===== src/rtl/cit_pkg.sv =====
package cit_pkg;
  localparam logic [1:0] MODE_MAPPED = 2'b11;

  typedef struct packed {
    logic loadIdle;   // arm: load idle counter with period
    logic decIdle;    // count one idle cycle
    logic startHigh;  // chip select released this edge
  } cit_strobe_t;
endpackage


===== src/rtl/cit_datapath.sv =====
module cit_datapath
  import cit_pkg::*;
#(
  parameter int PERIOD_W = 16,
  parameter int CSHT_W   = 3
) (
  input  logic                clk,
  input  logic                rstN,
  input  logic                busy,
  input  logic                csN,
  input  logic                cfgWe,
  input  logic                cfgTimeoutEn,
  input  logic [PERIOD_W-1:0] cfgIdlePeriod,
  input  logic [CSHT_W-1:0]   cfgCsHigh,
  input  cit_strobe_t         strb,
  output logic                tcEn,
  output logic                idleZero,
  output logic                highMet
);
  localparam int HIGH_W = CSHT_W + 1;
  localparam logic [HIGH_W-1:0] HIGH_MAX = HIGH_W'(1 << CSHT_W);

  logic [PERIOD_W-1:0] periodReg;
  logic [CSHT_W-1:0]   cshtReg;
  logic [PERIOD_W-1:0] idleCnt;
  logic [HIGH_W-1:0]   highCnt;

  // configuration shadow, writable only when idle
  always_ff @(posedge clk or negedge rstN) begin
    if (!rstN) begin
      tcEn      <= 1'b0;
      periodReg <= '0;
      cshtReg   <= '0;
    end else if (cfgWe && !busy) begin
      tcEn      <= cfgTimeoutEn;
      periodReg <= cfgIdlePeriod;
      cshtReg   <= cfgCsHigh;
    end
  end

  // idle down-counter
  always_ff @(posedge clk or negedge rstN) begin
    if (!rstN) begin
      idleCnt <= '0;
    end else if (strb.loadIdle) begin
      idleCnt <= periodReg;
    end else if (strb.decIdle && idleCnt != '0) begin
      idleCnt <= idleCnt - 1'b1;
    end
  end

  // cycles spent with chip select high, saturating
  always_ff @(posedge clk or negedge rstN) begin
    if (!rstN) begin
      highCnt <= HIGH_MAX;
    end else if (strb.startHigh) begin
      highCnt <= HIGH_W'(1);
    end else if (csN && highCnt != HIGH_MAX) begin
      highCnt <= highCnt + 1'b1;
    end
  end

  assign idleZero = (idleCnt == '0);
  assign highMet  = (highCnt > {1'b0, cshtReg});

  a_r11_cfg_frozen_while_busy: assert property (@(posedge clk) disable iff (!rstN)
    busy |=> ($stable(periodReg) && $stable(cshtReg) && $stable(tcEn)));

  a_r3_counter_never_wraps: assert property (@(posedge clk) disable iff (!rstN)
    (idleZero && !strb.loadIdle) |=> idleZero);
endmodule


===== src/rtl/cit_control.sv =====
module cit_control
  import cit_pkg::*;
(
  input  logic        clk,
  input  logic        rstN,
  input  logic [1:0]  fnMode,
  input  logic        accessReq,
  input  logic        bufFull,
  input  logic        tcEn,
  input  logic        idleZero,
  input  logic        highMet,
  input  logic        flagClr,
  input  logic        irqEn,
  output cit_strobe_t strb,
  output logic        csN,
  output logic        timeoutFlag,
  output logic        timeoutIrq
);
  logic armed;
  logic pending;
  logic active;
  logic relNow;
  logic fallNow;

  assign active = tcEn && (fnMode == MODE_MAPPED);

  always_comb begin
    strb = '0;
    if (!csN && active && !accessReq) begin
      if (armed) begin
        if (idleZero) strb.startHigh = 1'b1;
        else          strb.decIdle   = 1'b1;
      end else if (bufFull) begin
        strb.loadIdle = 1'b1;
      end
    end
  end

  assign relNow  = strb.startHigh;
  assign fallNow = csN && (pending || accessReq) && highMet;

  always_ff @(posedge clk or negedge rstN) begin
    if (!rstN) begin
      csN         <= 1'b1;
      armed       <= 1'b0;
      pending     <= 1'b0;
      timeoutFlag <= 1'b0;
    end else begin
      if (relNow)       csN <= 1'b1;
      else if (fallNow) csN <= 1'b0;

      if (relNow || accessReq || !active) armed <= 1'b0;
      else if (strb.loadIdle)             armed <= 1'b1;

      if (fallNow)                pending <= 1'b0;
      else if (csN && accessReq)  pending <= 1'b1;

      if (relNow)       timeoutFlag <= 1'b1;
      else if (flagClr) timeoutFlag <= 1'b0;
    end
  end

  assign timeoutIrq = timeoutFlag && irqEn;

  a_r3_expiry_releases: assert property (@(posedge clk) disable iff (!rstN)
    (!csN && armed && active && idleZero && !accessReq) |=> (csN && timeoutFlag));

  a_r5_inactive_holds_low: assert property (@(posedge clk) disable iff (!rstN)
    (!csN && !active) |=> !csN);

  a_r7_access_cancels: assert property (@(posedge clk) disable iff (!rstN)
    (!csN && accessReq) |=> (!csN && !armed));

  a_r10_min_high_served: assert property (@(posedge clk) disable iff (!rstN)
    $fell(csN) |-> $past(highMet));

  a_r8_clear_works: assert property (@(posedge clk) disable iff (!rstN)
    (flagClr && !relNow) |=> !timeoutFlag);
endmodule


===== src/rtl/cs_idle_timeout.sv =====
module cs_idle_timeout
  import cit_pkg::*;
#(
  parameter int PERIOD_W = 16,
  parameter int CSHT_W   = 3
) (
  input  logic                clk,
  input  logic                rstN,
  input  logic [1:0]          fnMode,
  input  logic                accessReq,
  input  logic                bufFull,
  input  logic                cfgWe,
  input  logic                cfgTimeoutEn,
  input  logic [PERIOD_W-1:0] cfgIdlePeriod,
  input  logic [CSHT_W-1:0]   cfgCsHigh,
  input  logic                irqEn,
  input  logic                flagClr,
  output logic                csN,
  output logic                busy,
  output logic                timeoutFlag,
  output logic                timeoutIrq
);
  cit_strobe_t strb;
  logic tcEn;
  logic idleZero;
  logic highMet;

  assign busy = ~csN;

  cit_datapath #(.PERIOD_W(PERIOD_W), .CSHT_W(CSHT_W)) u_dp (
    .clk(clk), .rstN(rstN), .busy(busy), .csN(csN),
    .cfgWe(cfgWe), .cfgTimeoutEn(cfgTimeoutEn),
    .cfgIdlePeriod(cfgIdlePeriod), .cfgCsHigh(cfgCsHigh),
    .strb(strb), .tcEn(tcEn), .idleZero(idleZero), .highMet(highMet)
  );

  cit_control u_ctl (
    .clk(clk), .rstN(rstN), .fnMode(fnMode), .accessReq(accessReq),
    .bufFull(bufFull), .tcEn(tcEn), .idleZero(idleZero), .highMet(highMet),
    .flagClr(flagClr), .irqEn(irqEn), .strb(strb), .csN(csN),
    .timeoutFlag(timeoutFlag), .timeoutIrq(timeoutIrq)
  );
endmodule


===== config.mk =====
export PLATFORM = sky130hd
export DESIGN_NAME = cs_idle_timeout
export DESIGN_NICKNAME = d
export VERILOG_FILES = /design/src/rtl/cit_pkg.sv /design/src/rtl/cit_datapath.sv /design/src/rtl/cit_control.sv /design/src/rtl/cs_idle_timeout.sv
export SDC_FILE = /design/constraint.sdc
export NUM_CORES = 1
export LEC_CHECK = 0
export ABC_AREA = 0
export ABC_CLOCK_PERIOD_IN_PS = 3600
export BUFFER_PORTS_ARGS = -buffer_cell sky130_fd_sc_hd__buf_2
export CORE_ASPECT_RATIO = 0.9
export CORE_MARGIN = 10
export CORE_UTILIZATION = 27
export DETAILED_ROUTE_END_ITERATION = 10
export MAX_ROUTING_LAYER = met4
export PLACE_DENSITY = 0.49
export SLEW_MARGIN = 10
export SYNTH_ARGS = -nofsm -noshare
export SYNTH_HDL_FRONTEND = slang
export SYNTH_HIERARCHICAL = 1
export SYNTH_SLANG_ARGS = --single-unit
export TNS_END_PERCENT = 20

===== constraint.sdc =====
create_clock -name clk -period 3.6 [get_ports clk]
set_input_delay 0.18 -clock clk [delete_from_list [all_inputs] [get_ports clk]]
set_output_delay 0.18 -clock clk [all_outputs]
set_load 0.02 [all_outputs]

==> results.md, run 1 <==
- The flow ran to the end, and the final reports show no timing, DRC or antenna violations.
- Yosys printed 6 warnings.
- The path class of the lowest-slack min-delay path is input port to asynchronous set/reset pin.
- The critical path arrival is 3.36 ns.
- Summed over all cells, the static leakage comes to 1.186 nW.
- After the flow finishes, the layout carries non-filler instances totaling 342.
- The signal on the critical path passes through inv_1, ha_1, or3b_4, nor4_4, and2_1, nor4_1, nand2_1, or3_1, mux2_1, mux2_2.
- The reg-to-reg critical path endpoint is u_dp/idleCnt[14].
- The effective utilization at floorplan is 0.2783.
- Of the synthesized area, sequential elements account for 0.4892.
- The routability-driven placement congestion ratio is 0.7778.
- The maximum clock insertion buffer count is 2.
- The number of storage elements in the synthesis netlist is 44.
- Across the VDD grid, the largest voltage drop is 0.1559 mV.
- The clock-pin slew of the registers on the worst-case setup and hold paths is 0.08 ns.
- The proportion of register bits with asynchronous set or reset after synthesis is 1.000.
- The number of cells on the worst reg-to-reg path is 10.
- The all-layer global routing usage is 0.07989.
- The largest total area in the synthesized netlist belongs to dfrtp_1.
- TritonCTS built the clock tree.
- After floorplanning, the core was divided into 31 placement rows.
- The number of antenna violations at the first check in global routing came to 0.
- The final count of pins violating max slew is 0.
- Setup repair after global routing left no endpoint under its margin.
- The slew at the pin with the worst max-slew slack is 0.9688 ns.
- The number of hold violations in the final report is 0.
- Summed over all layers, the global routing overflow is 0.
- The average instance in the mapped netlist occupies 10.85 um^2.
- The detail route stage leaves a number of antenna-violating nets equal to 0.
- The dominant register cell in the synthesized netlist is dfrtp_1.
- The share of the core filled with cells is 0.3240.
- The nature of the critical path endpoint is a flop.
- The startpoint kind of the worst setup timing path is a flop.
- The critical-path maximum fanout is 13.
- Counting buffers and inverters, the worst setup path is 10 cells deep.
- After detailed routing, the number of vias per cell comes to 4.518.
- The horizontal extent of the die is 116.4 um.
- The number of maximum-capacitance constraint violations is 0.
- The count of buffers added by post-CTS timing repair for setup is 0.
- The worst endpoint required time is 3.78 ns.
- The standard cell core area is 8107 um^2.
- The setup slack of the most critical reg-to-reg path is 0.42 ns.
- The post-synthesis instance area is 2256 um^2.
- The number of global-route vias before repair is 1,668.
- The largest net degree at the start of global routing is 45.
- By area the synthesized netlist is led by dfrtp_1, mux2_2, xnor2_1, ha_1, o21ai_0.
- Of the post-synthesis cell area, the dominant cell type holds 0.4659.
- 33 I/O pins were placed.
- The tree built by TritonCTS fans out to 44 sinks.
- The final layout contains routed wiring with a total length of 4.504 mm.
- The number of flops mapped to enable cells by yosys is 0.
- The count of instances resized after the clock tree is built is 0.
- After clock tree synthesis, the flow added hold-fix buffers numbering 0.
- The first global-routing pass estimated 7.866 mm of wire.
- The headroom to the max-slew limit is 0.3541.
- The number of H-tree levels is 2.
- The number of placed cells counting well taps is 334.
- 0 antenna diodes ended up in the layout.
- In the final timing run, aggregate negative setup slack is 0 ns.
- The maximum single-stage delay on the critical path is 0.66 ns.
- The first routing iteration left 80 violations.
- The buffers plus inverters on the worst setup path is 1.
- After the last flow step, the layout net total stands at 277.
- The synthesized netlist net count is 243.
- The top achievable clock speed is 314.2 MHz.
- The die covers 12,420 um^2.
- The slowest cell on the critical path is nor4_1.
- The wire-length estimate of the detail-placed layout is 3.342 mm.
- In this run the power density over the cells is 410.5 nW/um^2.
- CTS placed an instance of clkbuf_8 at the clock tree root.
- The netlist uses 44 different library cells.
- The clock arrives with 0.004913 ns of skew.
- The area growth from synthesis to final layout is 16.42%.
- The clock period minus final worst setup slack is 3.182 ns.
- The critical path capture point is u_dp/idleCnt[14].
- The worst-skew pair later-pin latency is 0.29 ns.
- The final period utilization is 0.8840.
- The path type of the worst setup path is flop to flop.
- During placement, the flow inserted port buffers numbering 32.
- The reg-to-reg critical path startpoint is u_dp/idleCnt[0].
- For this run, design rule violations remaining after detail routing come to 0.
- The share of final-layout standard cells stronger than drive strength 1 is 0.3333.
- The total number of vias is 1,545.
- Setup violations remaining at the end of the flow were counted as 0.
- Before antenna repair, the detailed router went through 4 iterations.
- After detailed routing, the average wire length per cell comes to 13.17 um.
- TritonCTS created 5 clock buffers.
- From bottom edge to top edge, the die measures 106.7 um.
- The startpoint of the most critical setup path is u_dp/idleCnt[0].
- The kind of cell with the highest combined delay on the critical path is simple AND/OR/NAND/NOR gates.
- The cell count after synthesis came out at 208.
[area by class of cell]
cell class | instances | area [um^2]
timing repair buffer | 34 | 175.2
sequential | 44 | 1104
fill | 855 | 5480
inverter | 13 | 48.80
tap | 99 | 123.9
clock inverter | 2 | 10.01
clock buffer | 6 | 82.58
multi-input combinational | 144 | 1082
[cells by family after synthesis]
| family | synth area share |
|---|---|
| simple gates | 0.1736 |
| buf+inv | 0.03494 |
| compound gates | 0.09262 |
| xor+xnor | 0.06212 |
| fa+ha+maj | 0.03328 |
| flops | 0.4892 |
| mux | 0.1143 |
[sequential cells by signal (all words and copies together) (netlist names)]
register,flops
u_ctl/pending,1
u_dp/tcEn,1
u_dp/periodReg,16
u_dp/highCnt,4
u_dp/idleCnt,16
u_ctl/csN,1
u_dp/cshtReg,3
u_ctl/timeoutFlag,1
u_ctl/armed,1
[cell usage in the layout, fill, tap and decap left out, types with 3 or more instances in the layout]
master	instances
xor2_1	5
inv_1	13
buf_2	32
ha_1	6
a211oi_1	3
clkbuf_8	6
nand2b_1	3
mux2_2	21
xnor2_1	11
a21oi_1	8
nor4_1	3
o21ai_0	15
nor2_1	11
dfrtp_1	42
nand2_1	18
or2_2	5
[synth_stat cells (3+ instances only)]
library cell and instances:
dfrtp_1 42, mux2_2 21, nand2_1 18, o21ai_0 15, inv_1 13, nor2_1 11, xnor2_1 11, a21oi_1 8
clkbuf_1 6, ha_1 6, or2_2 5, xor2_1 5, a211oi_1 3, nand2b_1 3, nor4_1 3, nor4b_1 3
[power breakdown]
group	switching [mW]	internal, mW
Clock	0.159	0.153
Combinational	0.103	0.0970
Sequential	0.0330	0.533
[routing by layer]
layer	track usage	part of all wire	wire, um	vias up
li1	-	-	-	784
met1	0.1024	0.51	2281	736
met2	0.1195	0.46	2051	23
met3	0.01728	0.027	123	2
met4	0.03214	0.010	47	0
met5	-	0	0	-
[stage by stage]
stage	cell area (um^2)	setup WS [ns]	total power, mW	hold WS [ns]
6_report	2626	0.4177	1.078	0.03647
2_1_floorplan	2256	0.6563	0.7202	-0.1156
3_5_place_dp	2534	0.4126	0.7768	0.3723
5_1_grt	2626	0.06251	1.156	0.05323
4_1_cts	2626	0.3996	1.101	0.05880
3_3_place_gp	2534	0.5278	0.7746	0.3657
[worst min path at each step]
stage	end	depth (start not counted)	slack, ns	start
after floorplan	u_ctl/armed	0	-0.12	rstN
after global placement	u_ctl/timeoutFlag	2	0.37	flagClr
after detailed placement	u_ctl/timeoutFlag	2	0.37	flagClr
after CTS	u_ctl/timeoutFlag	2	0.06	flagClr
after global routing	u_ctl/timeoutFlag	2	0.05	flagClr
final	u_dp/cshtReg[0]	1	0.04	rstN
(Power assumes the default switching activity.)
==> run 2, diff against run 1 <==
--- a/config.mk
+++ b/config.mk
@@ -13,7 +13,7 @@
 export CORE_UTILIZATION = 27
 export DETAILED_ROUTE_END_ITERATION = 10
 export MAX_ROUTING_LAYER = met4
-export PLACE_DENSITY = 0.49
+export PLACE_DENSITY = 0.45
 export SLEW_MARGIN = 10
 export SYNTH_ARGS = -nofsm -noshare
 export SYNTH_HDL_FRONTEND = slang
==> run 2 against run 1 <==
Net effect: clock skew decreased by 0.00090 ns; setup slack got worse by 0.0061 ns; register-to-register slack about the same; critical endpoint unchanged; via count increased by 0.45%; largest power group unchanged; critical path type unchanged.
==> results.md, run 2 (synthesis gave the netlist of run 1 again) <==
- Status: completed (unchanged).
- The worst-skew pair later-pin latency is 0.30 ns (was 0.29 ns).
- The diode insertion count for antenna repair is 0 (unchanged).
- The area growth from synthesis to final layout is 17.91% (was 16.42%).
- The number of maximum-capacitance constraint violations is 0 (unchanged).
- The path type of the worst setup path is flop to flop (unchanged).
- The number of H-tree levels was 2 (unchanged).
- The post-detailed-routing wire length is 4.789 mm (was 4.504 mm).
- The part of the total power dissipated in sequential elements is 0.477 (was 0.525).
- The clock period minus final worst setup slack is 3.188 ns (was 3.182 ns).
- The die footprint came to 12,420 um^2 (unchanged).
- The net switching component of the power is 312.1 uW (was 295.2 uW).
- The startpoint kind of the worst setup timing path is a flop (unchanged).
- The power density of the placed cells came to 446.3 nW/um^2 (was 410.5 nW/um^2).
- The clock-pin slew of the registers on the worst-case setup and hold paths was 0.09 ns (was 0.08 ns).
- The number of placed cells counting well taps was 334 (unchanged).
- The largest net degree at the start of global routing is 45 (unchanged).
- The final period utilization is 0.8856 (was 0.8840).
- The all-layer global routing usage is 0.08681 (was 0.07989).
- The effective utilization at floorplan is 0.2783 (unchanged).
- The headroom to the max-slew limit is 0.3404 (was 0.3541).
- The total global routing overflow is 0 (unchanged).
- The critical-path maximum fanout is 13 (unchanged).
- The post-detailed-route wirelength per cell is 14.00 um (was 13.17 um).
- The count of antenna-violating nets left after detailed routing came to 0 (unchanged).
- The number of global-route vias before repair is 1,661 (was 1,668).
- The number of hold violations in the final report is 0 (unchanged).
- The buffer cell driving the clock tree root is clkbuf_8 (unchanged).
- The iteration-0 DRC count of the detailed router is 59 (was 80).
- The final setup violation count is 0 (unchanged).
- The total number of vias was 1,552 (was 1,545).
- The number of non-filler instances in the completed layout is 342 (unchanged).
- The total negative setup slack is 0 ns (unchanged).
- The TritonCTS clock tree was done (unchanged).
- The top achievable clock speed is 313.6 MHz (was 314.2 MHz).
- The top-level port count was 33 (unchanged).
- The CTS buffer count was 5 (unchanged).
- The internal power is 875.1 uW (was 783.0 uW).
- The most common cell after layout, fill and taps aside is dfrtp_1 (unchanged).
- The slew at the pin with the worst max-slew slack is 0.9895 ns (was 0.9688 ns).
- The total number of nets in the final design was 277 (unchanged).
- The detailed-routing iteration count for the pre-antenna-repair pass is 4 (unchanged).
- The share of the core filled with cells is 0.3281 (was 0.3240).
- The total of buffers placed on input and output ports is 32 (unchanged).
- The count of buffers added by post-CTS timing repair for setup is 0 (unchanged).
- The number of clock sinks came to 44 (unchanged).
- Registers with the most flip-flops: u_dp/idleCnt (16), u_dp/periodReg (16), u_dp/highCnt (4) (unchanged).
- The vertical die dimension is 106.7 um (unchanged).
- The number of vias per cell is 4.538 (was 4.518).
- The final count of pins violating max slew was 0 (unchanged).
- Commonest non-fill, non-tap cells in the layout: dfrtp_1, buf_2, mux2_2 (unchanged).
- The share of final-layout standard cells stronger than drive strength 1 is 0.3333 (unchanged).
- The peak supply drop is 0.1603 mV (was 0.1559 mV).
- The worst-case hold slack is 0.04225 ns (was 0.03647 ns).
- The nature of the critical path endpoint is a flop (unchanged).
- The total number of placement rows is 31 (unchanged).
- The count of instances resized after the clock tree is built is 0 (unchanged).
- The part of the total power dissipated in the clock network is 0.354 (was 0.290).
- The clock skew after layout is 0.004012 ns (was 0.004913 ns).
- The path class of the lowest-slack min-delay path was input port to asynchronous set/reset pin (unchanged).
- The first-pass GRT wire length came to 8.473 mm (was 7.866 mm).
- The routed length on met1 is 2.437 mm (was 2.281 mm).
- The standby leakage power is 1.200 nW (was 1.186 nW).
- The half-perimeter wire length after placement came to 3.378 mm (was 3.342 mm).
- The met3 wire length came to 86 um (was 123 um).
- The horizontal extent of the die is 116.4 um (unchanged).
- The number of antenna violations at the first check in global routing is 0 (unchanged).
- The total of hold buffers inserted after clock tree synthesis is 0 (unchanged).
- The DRC violation count after routing came to 0 (unchanged).
- The maximum clock insertion buffer count is 2 (unchanged).
- The critical path arrival is 3.38 ns (was 3.36 ns).
- The top layer used by detailed routing is met4 (unchanged).
- The standard cell core area is 8107 um^2 (unchanged).
- RSZ-0062 raised after global routing: false (unchanged).
- The overall power after layout was 1.187 mW (was 1.078 mW).
- The switching fraction of total power came to 0.2629 (was 0.2738).
- The power share of the combinational group came to 0.169 (was 0.186).
- The routability-driven placement congestion ratio came to 0.8064 (was 0.7778).
- The met2 routed wirelength is 2.178 mm (was 2.051 mm).
- The worst endpoint required time is 3.79 ns (was 3.78 ns).
[run 2: cell types whose count changed in the layout (fill, tap and decap cells not counted), sizes merged]
cell | before | now
clkinv | 2 | 0
bufinv | 0 | 1
clkbuf | 6 | 7
[run 2: cell type report]
| type | count | area, um^2 |
|---|---|---|
| clock buffer | 7 | 96.34 |
| clock inverter | 1 | 30.03 |
| fill | 848 | 5446 |
| inverter | 13 | 48.80 |
| multi-input combinational | 144 | 1082 |
| sequential | 44 | 1104 |
| tap | 99 | 123.9 |
| timing repair buffer | 34 | 175.2 |
[run 2: stage by stage]
stage / area (um^2) / setup WS (ns)
global route: 2660 / 0.1395
finish: 2660 / 0.4117
CTS: 2660 / 0.4104
detailed placement: 2534 / 0.4360
floorplan: 2256 / 0.6563
global placement: 2534 / 0.5293
[run 2: final timing paths]
kind	startpoint	cells past startpoint	endpoint	slack, ns
min in group clk	flagClr	2	u_ctl/timeoutFlag	0.05
max in group asynchronous	rstN	1	u_dp/highCnt[0]	2.95
min reg2reg	u_dp/periodReg[12]	2	u_dp/idleCnt[12]	0.48
max	u_dp/idleCnt[0]	10	u_dp/idleCnt[14]	0.41
max reg2reg	u_dp/idleCnt[0]	10	u_dp/idleCnt[14]	0.41
min	rstN	1	u_dp/cshtReg[2]	0.04
[run 2: critical path: stages (launching register included)]
cell and delay [ns]:
dfrtp_1 0.39, inv_1 0.05, ha_1 0.22, or3b_4 0.26, nor4_4 0.07, and2_1 0.17
nor4_1 0.62, nand2_1 0.32, or3_1 0.40, mux2_1 0.31, mux2_2 0.26
[run 2: power by group through the flow]
stage	Clock, mW	Sequential (mW)	Combinational (mW)
global route	0.452	0.573	0.230
floorplan	0	0.567	0.153
global placement	0	0.576	0.200
detailed placement	0	0.576	0.204
finish	0.420	0.566	0.201
CTS	0.440	0.567	0.205
[run 2: layer usage]
metal	up-vias	GRT usage
met4	0	0.03482
li1	786	-
met1	738	0.1154
met2	22	0.1252
met5	-	-
met3	6	0.01839
==> run 3, diff against run 2 <==
--- a/config.mk
+++ b/config.mk
@@ -17,6 +17,5 @@
 export SLEW_MARGIN = 10
 export SYNTH_ARGS = -nofsm -noshare
 export SYNTH_HDL_FRONTEND = slang
-export SYNTH_HIERARCHICAL = 1
 export SYNTH_SLANG_ARGS = --single-unit
 export TNS_END_PERCENT = 20
==> run 3 against run 2 <==
Net effect: combinational power rose by 130%; power rose by 27%; sequential cell count did not move; clock skew rose by 0.0034 ns; non-clock buffer count fell by 1; critical endpoint is now u_dp.idleCnt[6].
==> results.md, run 3 <==
- Status: completed (unchanged).
- The maximum clock insertion buffer count is 2 (unchanged).
- The cell count after synthesis is 207 (was 208).
- The total negative setup slack came to 0 ns (unchanged).
- The average cell area after synthesis is 10.80 um^2 (was 10.85 um^2).
- The count of buffers added by post-CTS timing repair for setup is 0 (unchanged).
- The standard cell core area is 8068 um^2 (was 8107 um^2).
- The reg-to-reg critical path endpoint is u_dp.idleCnt[6] (was u_dp/idleCnt[14]).
- The number of cells on the worst reg-to-reg path is 5 (was 10).
- The dominant register cell in the synthesized netlist is dfrtp_1 (unchanged).
- The worst endpoint required time is 3.78 ns (was 3.79 ns).
- The post-place instance area came to 2512 um^2 (was 2534 um^2).
- Registers with the most flip-flops: u_dp.idleCnt (16), u_dp.periodReg (16), u_dp.highCnt (4) (was u_dp/idleCnt (16), u_dp/periodReg (16), u_dp/highCnt (4)).
- The number of hold violations in the final report was 0 (unchanged).
- The number of maximum-capacitance constraint violations came to 0 (unchanged).
- The total of buffers placed on input and output ports is 32 (unchanged).
- The standby leakage power is 1.210 nW (was 1.200 nW).
- The top achievable clock speed is 475.6 MHz (was 313.6 MHz).
- The power density of the placed cells is 579.3 nW/um^2 (was 446.3 nW/um^2).
- The share of final-layout standard cells stronger than drive strength 1 was 0.2828 (was 0.3333).
- The reg-to-reg critical path startpoint is u_dp.idleCnt[12] (was u_dp/idleCnt[0]).
- The total of hold buffers inserted after clock tree synthesis is 0 (unchanged).
- The effective utilization at floorplan came to 0.2771 (was 0.2783).
- The largest net degree at the start of global routing is 45 (unchanged).
- The headroom to the max-slew limit is 0.3337 (was 0.3404).
- The path class of the lowest-slack min-delay path is input port to asynchronous set/reset pin (unchanged).
- The count of antenna-violating nets left after detailed routing is 0 (unchanged).
- The routability-driven placement congestion ratio is 0.8113 (was 0.8064).
- The count of instances resized after the clock tree is built is 0 (unchanged).
- The worst-skew pair later-pin latency is 0.29 ns (was 0.30 ns).
- The part of the total power dissipated in sequential elements is 0.468 (was 0.477).
- The nature of the critical path endpoint is a flop (unchanged).
- The setup slack of the most critical reg-to-reg path is 1.50 ns (was 0.41 ns).
- The share of the core filled with cells is 0.3238 (was 0.3281).
- The net switching component of the power is 532.0 uW (was 312.1 uW).
- The final count of pins violating max slew is 0 (unchanged).
- The horizontal extent of the die is 115.9 um (was 116.4 um).
- The most common cell after layout, fill and taps aside is dfrtp_1 (unchanged).
- The clock-pin slew of the registers on the worst-case setup and hold paths is 0.09 ns (about the same).
- The top-level port count came to 33 (unchanged).
- The number of antenna violations at the first check in global routing is 0 (unchanged).
- The number of vias per cell came to 5.006 (was 4.538).
- The DRC violation count after routing is 0 (unchanged).
- The power share of the combinational group was 0.306 (was 0.169).
- The total number of nets in the final design came to 279 (was 277).
- The number of global-route vias before repair came to 1,869 (was 1,661).
- The post-synthesis instance area is 2236 um^2 (was 2256 um^2).
- The half-perimeter wire length after placement came to 3.829 mm (was 3.378 mm).
- The synthesized netlist net count is 243 (unchanged).
- The startpoint kind of the worst setup timing path is a flop (unchanged).
- The area share of the largest cell type after synthesis is 0.4701 (was 0.4659).
- The worst-case hold slack is 0.04846 ns (was 0.04225 ns).
- The detailed-routing iteration count for the pre-antenna-repair pass is 4 (unchanged).
- Synth top cells by count: dfrtp_1, mux2_2, nand2_1, nor2_1, inv_1 (was dfrtp_1, mux2_2, nand2_1, o21ai_0, inv_1).
- The sequential cell area fraction in the yosys report is 0.4936 (was 0.4892).
- RSZ-0062 raised after global routing: false (unchanged).
- The critical-path maximum fanout is 8 (was 13).
- The proportion of register bits with asynchronous set or reset after synthesis is 1.000 (unchanged).
- The first-pass GRT wire length is 9.128 mm (was 8.473 mm).
- The iteration-0 DRC count of the detailed router is 69 (was 59).
- Commonest non-fill, non-tap cells in the layout: dfrtp_1, buf_2, nand2_1, mux2_2, nor2_1 (was dfrtp_1, buf_2, mux2_2).
- The number of flops mapped to enable cells by yosys came to 0 (unchanged).
- Largest cells by area after synthesis: dfrtp_1, mux2_2, ha_1, nand2_1, nor2_1 (was dfrtp_1, mux2_2, xnor2_1, ha_1, o21ai_0).
- The final period utilization is 0.5840 (was 0.8856).
- The vertical die dimension was 106.3 um (was 106.7 um).
- The area growth from synthesis to final layout is 16.84% (was 17.91%).
- The diode insertion count for antenna repair came to 0 (unchanged).
- The distinct cell type count of the synthesized netlist came to 43 (was 44).
- The TritonCTS clock tree is done (unchanged).
- The number of H-tree levels was 2 (unchanged).
- The buffer cell driving the clock tree root is clkbuf_8 (unchanged).
- The total number of vias came to 1,717 (was 1,552).
- The internal power is 981.4 uW (was 875.1 uW).
- The most common cell in the netlist is dfrtp_1 (unchanged).
- The synthesis warning total was 0 (was 6).
- The total global routing overflow is 0 (unchanged).
- The clock skew after layout is 0.007379 ns (was 0.004012 ns).
- The post-detailed-routing wire length is 5.238 mm (was 4.789 mm).
- The final setup violation count came to 0 (unchanged).
- The post-detailed-route wirelength per cell came to 15.27 um (was 14.00 um).
- The CTS buffer count is 5 (unchanged).
- The clock period minus final worst setup slack came to 2.103 ns (was 3.188 ns).
- The peak supply drop came to 0.2035 mV (was 0.1603 mV).
- The biggest area consumer among synthesized cells is dfrtp_1 (unchanged).
- The slew at the pin with the worst max-slew slack is 0.9994 ns (was 0.9895 ns).
- The switching fraction of total power is 0.3515 (was 0.2629).
- The part of the total power dissipated in the clock network is 0.226 (was 0.354).
- The number of placed cells counting well taps is 335 (was 334).
- The path type of the worst setup path is flop to flop (unchanged).
- The critical path arrival is 2.29 ns (was 3.38 ns).
- The die footprint came to 12,330 um^2 (was 12,420 um^2).
- The number of storage elements in the synthesis netlist was 44 (unchanged).
- The final standard cell area without fillers is 2613 um^2 (was 2660 um^2).
- The number of clock sinks is 44 (unchanged).
- The all-layer global routing usage was 0.09222 (was 0.08681).
- The total number of placement rows is 31 (unchanged).
- The number of non-filler instances in the completed layout is 343 (was 342).
run 3: cell types whose count changed after synthesis, sizes merged, moves of 4 or more:
cell    delta
nor2       +7
a21oi      -5
a221o      +5
xor2       -4
or2        -4
xnor2      -9
nor3       +6
o311ai     +7
o21ai     -14
o211ai     +5
run 3: layer usage:
| layer | wire, um | GRT usage |
|---|---|---|
| met4 | 46 | 0.02411 |
| met2 | 2436 | 0.1405 |
| met5 | 0 | - |
| met3 | 238 | 0.02586 |
| met1 | 2517 | 0.1174 |
run 3: cells by family (layout without fill, tap and decap cells):
| group | after synthesis | in the layout | synth area share |
|---|---|---|---|
| simple gates | 78 | 78 | 0.1875 |
| flops | 44 | 44 | 0.4936 |
| compound gates | 37 | 37 | 0.1315 |
| mux | 22 | 22 | 0.1097 |
| buf+inv | 16 | 53 | 0.02686 |
| fa+ha+maj | 7 | 7 | 0.03917 |
| xor+xnor | 3 | 3 | 0.01175 |
run 3: power groups by stage:
stage / Clock [mW] / Sequential (mW) / Combinational (mW)
after floorplan: 0 / 0.686 / 0.361
after global placement: 0 / 0.717 / 0.463
after detailed placement: 0 / 0.718 / 0.467
after CTS: 0.356 / 0.709 / 0.468
after global routing: 0.374 / 0.730 / 0.539
final: 0.342 / 0.708 / 0.463
run 3: how the worst max path moves through the flow:
| stage | from | to | slack (ns) | cells past startpoint |
|---|---|---|---|---|
| global placement | u_dp.idleCnt[12] | u_dp.idleCnt[6] | 1.51 | 5 |
| CTS | u_dp.idleCnt[12] | u_dp.idleCnt[6] | 1.50 | 5 |
| global route | u_dp.idleCnt[2] | u_dp.idleCnt[14] | 1.19 | 5 |
| detailed placement | u_dp.idleCnt[12] | u_dp.idleCnt[6] | 1.50 | 5 |
| finish | u_dp.idleCnt[12] | u_dp.idleCnt[6] | 1.50 | 5 |
| floorplan | u_dp.idleCnt[2] | u_dp.idleCnt[8] | 1.74 | 5 |
run 3: through the flow:
step | total power, mW | setup WS, ns
final | 1.513 | 1.497
after global routing | 1.642 | 1.186
after CTS | 1.534 | 1.499
after detailed placement | 1.185 | 1.498
after global placement | 1.180 | 1.507
after floorplan | 1.047 | 1.739
run 3: cell type report:
class	count	area, um^2
well taps	99	123.9
repair buffers	33	167.7
fillers	857	5455
clock buffers	8	100.1
inverters	12	45.04
multi-input cells	147	1072
flip-flops and latches	44	1104
run 3: critical path: stages, from the launching register on:
cell	delay, ns
dfrtp_1	0.44
or3_4	0.42
nor4_2	0.39
a21o_1	0.34
o31ai_1	0.10
a311o_1	0.31
